===== config.mk =====
export PLATFORM = sky130hd
export DESIGN_NAME = irq_sense_bank
export DESIGN_NICKNAME = d
export VERILOG_FILES = /design/src/rtl/eib_pkg.sv /design/src/rtl/eib_sync.sv /design/src/rtl/eib_sampler.sv /design/src/rtl/eib_chan.sv /design/src/rtl/eib_regs.sv /design/src/rtl/irq_sense_bank.sv
export SDC_FILE = /design/constraint.sdc
export NUM_CORES = 1
export LEC_CHECK = 0
export BUFFER_PORTS_ARGS = -buffer_cell sky130_fd_sc_hd__buf_2
export CAP_MARGIN = 20
export CORE_UTILIZATION = 50
export CTS_CLUSTER_DIAMETER = 150
export CTS_CLUSTER_SIZE = 40
export DETAILED_ROUTE_END_ITERATION = 8
export GPL_ROUTABILITY_DRIVEN = 1
export PLACE_DENSITY_LB_ADDON = 0.2
export SETUP_SLACK_MARGIN = 0.02
export SLEW_MARGIN = 20
export SYNTH_ARGS = -nofsm -noshare
export SYNTH_HDL_FRONTEND = slang
export SYNTH_SLANG_ARGS = --single-unit
export TNS_END_PERCENT = 20

===== constraint.sdc =====
create_clock -name clk -period 2.4 [get_ports clk]
set_clock_uncertainty 0.1 [all_clocks]
set_input_delay 0.48 -clock clk [delete_from_list [all_inputs] [get_ports clk]]
set_output_delay 0.48 -clock clk [all_outputs]
set_load 0.01 [all_outputs]

===== src/rtl/eib_pkg.sv =====
package eib_pkg;

    // register word select, bus_addr[4:2]
    typedef enum logic [2:0] {
        RG_EN   = 3'd0,
        RG_RAW  = 3'd1,
        RG_ACT  = 3'd2,
        RG_ACK  = 3'd3,
        RG_LVL  = 3'd4,
        RG_ANY  = 3'd5,
        RG_POL  = 3'd6,
        RG_SMP  = 3'd7
    } reg_sel_e;

    typedef struct packed {
        logic lvl;   // 1: level sensed, 0: edge sensed
        logic any;   // edge sensed: fire on both directions
        logic pol;   // 1: rising/high, 0: falling/low
    } trig_cfg_t;

    function automatic logic edge_hit(trig_cfg_t c, logic now_v, logic old_v);
        if (c.any)
            return now_v ^ old_v;
        else if (c.pol)
            return now_v & ~old_v;
        else
            return ~now_v & old_v;
    endfunction

    function automatic logic level_hit(trig_cfg_t c, logic lvl_v);
        return lvl_v == c.pol;
    endfunction

endpackage


===== src/rtl/eib_sync.sv =====
module eib_sync #(
    parameter int W = 8
) (
    input  logic         clk,
    input  logic         rst,
    input  logic [W-1:0] d_async,
    output logic [W-1:0] d_sync
);
    logic [W-1:0] meta_q;
    logic [W-1:0] stab_q;

    always_ff @(posedge clk) begin
        if (rst) begin
            meta_q <= '0;
            stab_q <= '0;
        end else begin
            meta_q <= d_async;
            stab_q <= meta_q;
        end
    end

    assign d_sync = stab_q;
endmodule


===== src/rtl/eib_sampler.sv =====
module eib_sampler #(
    parameter int W       = 8,
    parameter int SMP_DIV = 1
) (
    input  logic         clk,
    input  logic         rst,
    input  logic [W-1:0] in_sync,
    output logic         tick,
    output logic [W-1:0] cur
);
    localparam int CW = (SMP_DIV > 1) ? $clog2(SMP_DIV) : 1;
    localparam logic [CW-1:0] LAST = CW'(SMP_DIV - 1);

    logic [CW-1:0] cnt_q;
    logic [W-1:0]  cur_q;

    assign tick = (cnt_q == '0);

    always_ff @(posedge clk) begin
        if (rst) begin
            cnt_q <= '0;
            cur_q <= '0;
        end else begin
            cnt_q <= (cnt_q == LAST) ? '0 : cnt_q + 1'b1;
            if (tick)
                cur_q <= in_sync;
        end
    end

    assign cur = cur_q;

    // sampled level only moves on a strobe
    a_r11_hold_between: assert property (@(posedge clk) disable iff (rst)
        !tick |=> $stable(cur_q));

    generate
        if (SMP_DIV > 1) begin : g_slow
            a_r11_strobe_spacing: assert property (@(posedge clk) disable iff (rst)
                tick |=> !tick);
        end
    endgenerate
endmodule


===== src/rtl/eib_chan.sv =====
module eib_chan
    import eib_pkg::*;
(
    input  logic      clk,
    input  logic      rst,
    input  trig_cfg_t cfg,
    input  logic      tick,
    input  logic      smp_new,
    input  logic      smp_cur,
    input  logic      clr,
    output logic      raw
);
    logic ev;
    logic lvl_on;
    logic raw_q;

    assign ev     = tick & edge_hit(cfg, smp_new, smp_cur);
    assign lvl_on = level_hit(cfg, smp_cur);

    always_ff @(posedge clk) begin
        if (rst)
            raw_q <= 1'b0;
        else if (cfg.lvl)
            raw_q <= lvl_on;
        else
            raw_q <= ev | (raw_q & ~clr);
    end

    assign raw = raw_q;

    // an edge in the clear cycle keeps the bit set
    a_r7_edge_beats_clear: assert property (@(posedge clk) disable iff (rst)
        (!cfg.lvl && ev) |=> raw_q);

    // clear without a competing edge empties the bit
    a_r6_clear_empties: assert property (@(posedge clk) disable iff (rst)
        (!cfg.lvl && clr && !ev) |=> !raw_q);

    // active level cannot be acknowledged away
    a_r8_level_holds: assert property (@(posedge clk) disable iff (rst)
        (cfg.lvl && lvl_on) |=> raw_q);

    // edge-sensed bit rises only on a qualifying sampled edge
    a_r3_no_spurious_set: assert property (@(posedge clk) disable iff (rst)
        (!cfg.lvl && !ev) |=> !$rose(raw_q));
endmodule


===== src/rtl/eib_regs.sv =====
module eib_regs
    import eib_pkg::*;
#(
    parameter int N  = 8,
    parameter int DW = 32
) (
    input  logic                clk,
    input  logic                rst,
    input  logic                we,
    input  reg_sel_e            sel,
    input  logic [DW-1:0]       wdata,
    output logic [N-1:0]        en,
    output trig_cfg_t [N-1:0]   cfg,
    output logic [N-1:0]        ack
);
    logic [N-1:0] en_q;
    logic [N-1:0] lvl_q;
    logic [N-1:0] any_q;
    logic [N-1:0] pol_q;

    always_ff @(posedge clk) begin
        if (rst) begin
            en_q  <= '0;
            lvl_q <= '0;
            any_q <= '0;
            pol_q <= '0;
        end else if (we) begin
            case (sel)
                RG_EN:   en_q  <= wdata[N-1:0];
                RG_LVL:  lvl_q <= wdata[N-1:0];
                RG_ANY:  any_q <= wdata[N-1:0];
                RG_POL:  pol_q <= wdata[N-1:0];
                default: ;
            endcase
        end
    end

    assign en  = en_q;
    assign ack = (we && sel == RG_ACK) ? wdata[N-1:0] : '0;

    generate
        for (genvar i = 0; i < N; i++) begin : g_cfg
            assign cfg[i] = '{lvl: lvl_q[i], any: any_q[i], pol: pol_q[i]};
        end
    endgenerate
endmodule


===== src/rtl/irq_sense_bank.sv =====
module irq_sense_bank
    import eib_pkg::*;
#(
    parameter int N       = 8,
    parameter int AW      = 5,
    parameter int DW      = 32,
    parameter int SMP_DIV = 1
) (
    input  logic          clk,
    input  logic          rst,
    input  logic [N-1:0]  evt_in,
    input  logic          bus_we,
    input  logic [AW-1:0] bus_addr,
    input  logic [DW-1:0] bus_wdata,
    output logic [DW-1:0] bus_rdata,
    output logic          irq_out
);
    localparam int PAD = DW - N;

    reg_sel_e           sel;
    logic [N-1:0]       synced;
    logic [N-1:0]       cur;
    logic               tick;
    logic [N-1:0]       en;
    logic [N-1:0]       ack;
    logic [N-1:0]       raw;
    logic [N-1:0]       act;
    trig_cfg_t [N-1:0]  cfg;
    logic [N-1:0]       lvl_v, any_v, pol_v;

    assign sel = reg_sel_e'(bus_addr[4:2]);

    eib_sync #(.W(N)) u_sync (
        .clk(clk), .rst(rst), .d_async(evt_in), .d_sync(synced)
    );

    eib_sampler #(.W(N), .SMP_DIV(SMP_DIV)) u_smp (
        .clk(clk), .rst(rst), .in_sync(synced), .tick(tick), .cur(cur)
    );

    eib_regs #(.N(N), .DW(DW)) u_regs (
        .clk(clk), .rst(rst), .we(bus_we), .sel(sel), .wdata(bus_wdata),
        .en(en), .cfg(cfg), .ack(ack)
    );

    generate
        for (genvar i = 0; i < N; i++) begin : g_ch
            eib_chan u_ch (
                .clk(clk), .rst(rst), .cfg(cfg[i]), .tick(tick),
                .smp_new(synced[i]), .smp_cur(cur[i]), .clr(ack[i]),
                .raw(raw[i])
            );
            assign lvl_v[i] = cfg[i].lvl;
            assign any_v[i] = cfg[i].any;
            assign pol_v[i] = cfg[i].pol;
        end
    endgenerate

    assign act     = raw & en;
    assign irq_out = |act;

    always_comb begin
        case (sel)
            RG_EN:   bus_rdata = {{PAD{1'b0}}, en};
            RG_RAW:  bus_rdata = {{PAD{1'b0}}, raw};
            RG_ACT:  bus_rdata = {{PAD{1'b0}}, act};
            RG_LVL:  bus_rdata = {{PAD{1'b0}}, lvl_v};
            RG_ANY:  bus_rdata = {{PAD{1'b0}}, any_v};
            RG_POL:  bus_rdata = {{PAD{1'b0}}, pol_v};
            RG_SMP:  bus_rdata = {{PAD{1'b0}}, cur};
            default: bus_rdata = '0;
        endcase
    end

    // nothing enabled means no interrupt
    a_r10_quiet_when_disabled: assert property (@(posedge clk) disable iff (rst)
        (en == '0) |-> !irq_out);

    // a raw event on an enabled line raises the output
    a_r10_enabled_raw_fires: assert property (@(posedge clk) disable iff (rst)
        ((raw & en) != '0) |-> irq_out);

    // first cycle after reset is quiet
    a_r1_reset_quiet: assert property (@(posedge clk)
        rst |=> (raw == '0 && en == '0 && !irq_out));
endmodule


# Word-level counts from Yosys, hierarchy flattened
# Cells that the tools add are included.
dict set report word_totals {
  regBits 65
  inputBits 48
  out_inout_bits 33
  elab_cells 140
}
dict set report classes {
  add_sub_neg 1
  n_eq_ne 15
  mux 26
  n_bitwise 74
  n_reduce_logical 8
}
# op n
set ops {}
lappend ops {{$pmux W8 S7} 1}
lappend ops {{$and A1 B1 Y1} 32}
lappend ops {{$not A1 Y1} 25}
lappend ops {{$mux W1} 24}
lappend ops {{$eq A3 B3 Y1 const B} 4}
lappend ops {{$and A8 B8 Y8} 1}
lappend ops {{$eq A1 B1 Y1} 8}
lappend ops {{$mux W8} 1}
lappend ops {{$or A1 B1 Y1} 8}
lappend ops {{$reduce_and A2 Y1} 4}
lappend ops {{$reduce_or A8 Y1} 1}
lappend ops {{$xor A1 B1 Y1} 8}
lappend ops {{$eq A3 B2 Y1 const B} 2}
lappend ops {{$eq A3 B1 Y1 const B} 1}
lappend ops {{$logic_not A3 Y1} 1}
lappend ops {{$reduce_or A2 Y1} 1}
lappend ops {{$add A1 B1 Y1 const B} 1}
lappend ops {{$logic_and A1 B1 Y1} 1}

# Depth between registers and ports, before layout
dict set report depth {
  depth_word 7
  ltp_mapped 5
  mapped_depth_nobuf 5
}

# Modules after synthesis
# Synthesis repeated with hierarchy kept, for this count alone.
dict set report unflattened {
  cells_unflattened 391
  area_unflattened_um2 3792.4
}
# module n_inst cells_each area_per_inst_um2 seq_area_each_um2
set modules_own_cells {}
lappend modules_own_cells {eib_regs 1 127 1367.6 640.6}
lappend modules_own_cells {eib_chan 8 12 112.6 20.0}
lappend modules_own_cells {irq_sense_bank 1 106 747.0 0.0}
lappend modules_own_cells {eib_sync 1 33 464.2 320.3}
lappend modules_own_cells {eib_sampler 1 29 312.8 180.2}

# Worst setup path after synthesis
# No wires, ideal clock.
dict set report synth_path {
  path_type {input port to output port}
  start {in bus_addr[2]}
  end {out bus_rdata[0]}
  t_arrival_ns 1.368
  required_time_ns 1.820
  path_slack_ns 0.452
  path_stages 5
  n_path_buf 2
  path_cell_list {buf_6 -> buf_12 -> mux4_2 -> nand2_1 -> o21ai_1}
}
dict set report synth_via {
  elab_chain_len 2
  elab_cells_between_ends 8
  classes_between {eq/ne: 6; mux: 1; reduce/logical: 1}
}
# item line_no
set synth_lines {}
lappend synth_lines {{start: declaration} irq_sense_bank.sv:13} ;# input logic [AW-1:0] bus_addr,
lappend synth_lines {{$eq A3 B3 Y1, or another cell as far along} irq_sense_bank.sv:63} ;# case (sel)
lappend synth_lines {{$pmux W8 S7 (*)} irq_sense_bank.sv:63}
lappend synth_lines {{end: declaration} irq_sense_bank.sv:15} ;# output logic [DW-1:0] bus_rdata,
# Mark *: on every way between the ends. The rest lies on a longest branch, timed or not.

# Final worst setup path
dict set report layout_path {
  start {in bus_addr[2]}
  end {out bus_rdata[5]}
}
# Same word-level chain as after synthesis.

==> out/metrics.cfg <==
[global_route]
antenna_found_initial=0
overflow=0
grt_pass1_vias=2421
grt_max_degree=27
grt_pass1_wl_um=11700
track_usage_pct=21.4

[timing]
finalSetupViolCount=0
slew_headroom_pct=65.0
min_period_ps=2230
min_period_over_period_pct=92.9
drv_slew=0
rsz0062_at_grt=false
tns_ps=0
fmax_mhz=449
worst_pin_slew_ps=522
hold_viol=0

[synth]
synth_compound_area_share_pct=13.1
synth_top_family_by_area=simple AND/OR/NAND/NOR gates
synth_fa_ha_area_share_pct=5.84
synthXorXnorAreaFrac_pct=2.05
synthTopCellsByArea=dfxtp_1 (38%), nand2_1 (6.2%), ha_1 (5.8%)
syn_inst=377
synthMuxAreaShare_pct=12.7
ys_ff_latch=65
synth_common_cells=dfxtp_1 (65), nand2_1 (57), a21oi_1 (31)
yosysWarnings=0
synth_area_sq_mm=0.00343
synth_ff_type=dfxtp_1
yosysSeqAreaShare_pct=38.0
synth_top_cell_by_area=dfxtp_1
yosysMostFrequentCell=dfxtp_1
synth_enable_flop_cells=0
synthDominantCellAreaShare_pct=38.0
synth-async-reset-ratio_pct=0
avgSynthCellArea_sq_um=9.09
synthDistinctLibCells=38
yosys.area_share.simple_pct=17.5

[clock_network]
cts-root-buf=clkbuf_8
path_clk_slew_ps=70
cts_buffer_depth=2
clock_sinks=65
cts_made_buffers=9
clk_latency_ps=340
postCtsSetupBuffers=0
cts_tree=built
cts_hold_buffers=0
htreeDepth=3

[drt]
firstDrtPassIters=9
detail_route.wirelength_um=7120
wl_per_cell_um=14.6
drc=7
drtIter0Drc=136
ant_nets=0
via_per_inst=5.32
vias=2595

[pwr]
internal_power_w=0.00163
vdd_ir_drop_max_mv=0.369
p_per_area_mw_per_mm2=585
leakage_nw=1.53
p_comb_share_pct=10.5
pwr-share-clk_pct=37.2
switchingPower_w=0.000552
power_w=0.00219
swShare_pct=25.3
pwr-share-seq_pct=52.3

[cells_and_area]
n_fill_cell=614
antenna_cells=0
fin_cells=488
multi_input_area_sq_mm=0.00185
area_delta_synth_final_pct=9.09
drive_above_1_share_pct=17.3
finalNetCount=472
final_util_pct=57.5
seq_area_sq_mm=0.00130

[status]
violations=design-rule violations
status=finished with violations

[critical_path]
endpoint_kind=output port
cp_top_family=buffers and inverters
critical_path.max_fanout=7
start_kind=input port
cpPeakStageDelay_ps=490
crit_type=input port to output port
slowest_stage=mux4_2
crit_top_cell=buf_2
cp.arrival_ps=1650
path_cells=buf_2 -> buf_4 -> mux4_2 -> nand2_1 -> o21ai_1 -> buf_2
crit_buf_inv=3
worstPathRequired_ps=1820

[die]
ios=81
die_h_um=84.8
rows=29
start_util_pct=52.7
dieArea_sq_mm=0.00719
core_sq_mm=0.00649
die_w_um=84.8

[min_path]
holdCritPathClass=input port to flip-flop

[placement]
gp_congestion=0.742
dp_hpwl_um=4830
dp.cells=474
port_buffers=30

[flow_run]
cap_violations=0

## state kept, by name (all words and copies together) (netlist names)
name,cells
u_regs.any_q,8
u_sync.meta_q,8
u_sync.d_sync,8
u_regs.lvl_q,8
u_regs.en,8
u_smp.cnt_q,1
u_smp.cur,8
g_ch.u_ch.raw,8
u_regs.pol_q,8
## worst reg2reg max path, delay by kind of cell, from the launching register on
| kind | cells | cell delay [ps] |
|---|---|---|
| buffers and inverters | 1 | 70 |
| adders and majority gates | 1 | 290 |
| DFF | 1 | 410 |
| AOI/OAI and AO/OA | 3 | 530 |
## layer usage
layer | share of wire (%) | global-route usage, % | up-vias
met4 | 1.3 | 8.32 | 0
met2 | 47 | 34.1 | 68
met3 | 4.5 | 5.11 | 9
met5 | 0 | 0 | -
met1 | 47 | 28.2 | 1211
li1 | - | - | 1307
## cell families (layout without fill, tap and decap cells)
group / after synthesis / in the layout
AOI/OAI and AO/OA: 74 / 74
DFF: 65 / 65
other: 1 / 25
buffers and inverters: 63 / 73
muxes: 32 / 32
xor gates and xnor gates: 8 / 8
and+or+nand+nor: 118 / 118
adders and majority gates: 16 / 16
## cell usage in the layout (no fill, tap or decap), drive strengths merged, types with 8 or more instances in the layout
cell type / netlist / final
ha: 16 / 16
nand2: 57 / 57
nand2b: 15 / 15
buf: 35 / 41
a32oi: 8 / 8
o21ai: 15 / 15
mux2i: 16 / 16
conb: 1 / 25
mux4: 8 / 8
a21oi: 31 / 31
nor2b: 17 / 17
mux2: 8 / 8
inv: 18 / 18
clkbuf: 10 / 14
dfxtp: 65 / 65
nor2: 17 / 17
## final cells by class
cell class / count / share of cell area [%]
Multi-Input combinational cell: 273 / 49.5
Sequential cell: 65 / 34.8
Timing Repair Buffer: 41 / 6.90
Clock buffer: 14 / 4.35
Tap cell: 77 / 2.58
Inverter: 18 / 1.81
## through the flow
step | cell area [sq um] | hold slack, ps | setup slack [ps]
finish | 3740 | 245 | 171
global route | 3740 | 239 | 114
CTS | 3730 | 234 | 89.6
detailed placement | 3570 | 327 | 95.1
global placement | 3570 | 315 | 101
floorplan | 3520 | 314 | 452
## path summary, 6_finish.rpt
check	startpoint	to	slack (ps)	depth (start not counted)
setup / recovery	bus_addr[2]	bus_rdata[5]	170	6
hold / removal	evt_in[6]	u_sync.meta_q[6]	250	2
setup reg to reg	u_smp.cur[6]	g_ch[6].u_ch.raw	910	5
hold reg to reg	u_sync.meta_q[5]	u_sync.d_sync[5]	340	1
## power by group through the flow
stage	clock, W	combinational [W]	sequential, W
after floorplan	0	0.000192	0.00116
after global placement	0	0.000224	0.00117
after detailed placement	0	0.000230	0.00117
after CTS	0.000836	0.000231	0.00114
after global routing	0.000891	0.000256	0.00115
final	0.000813	0.000229	0.00114
## timing repair
action	in CTS	in global routing
gates resized for setup	0	1
hold endpoints to repair	0	0
setup endpoints to repair	0	1
No activity file was read; power rests on OpenSTA's default activity.
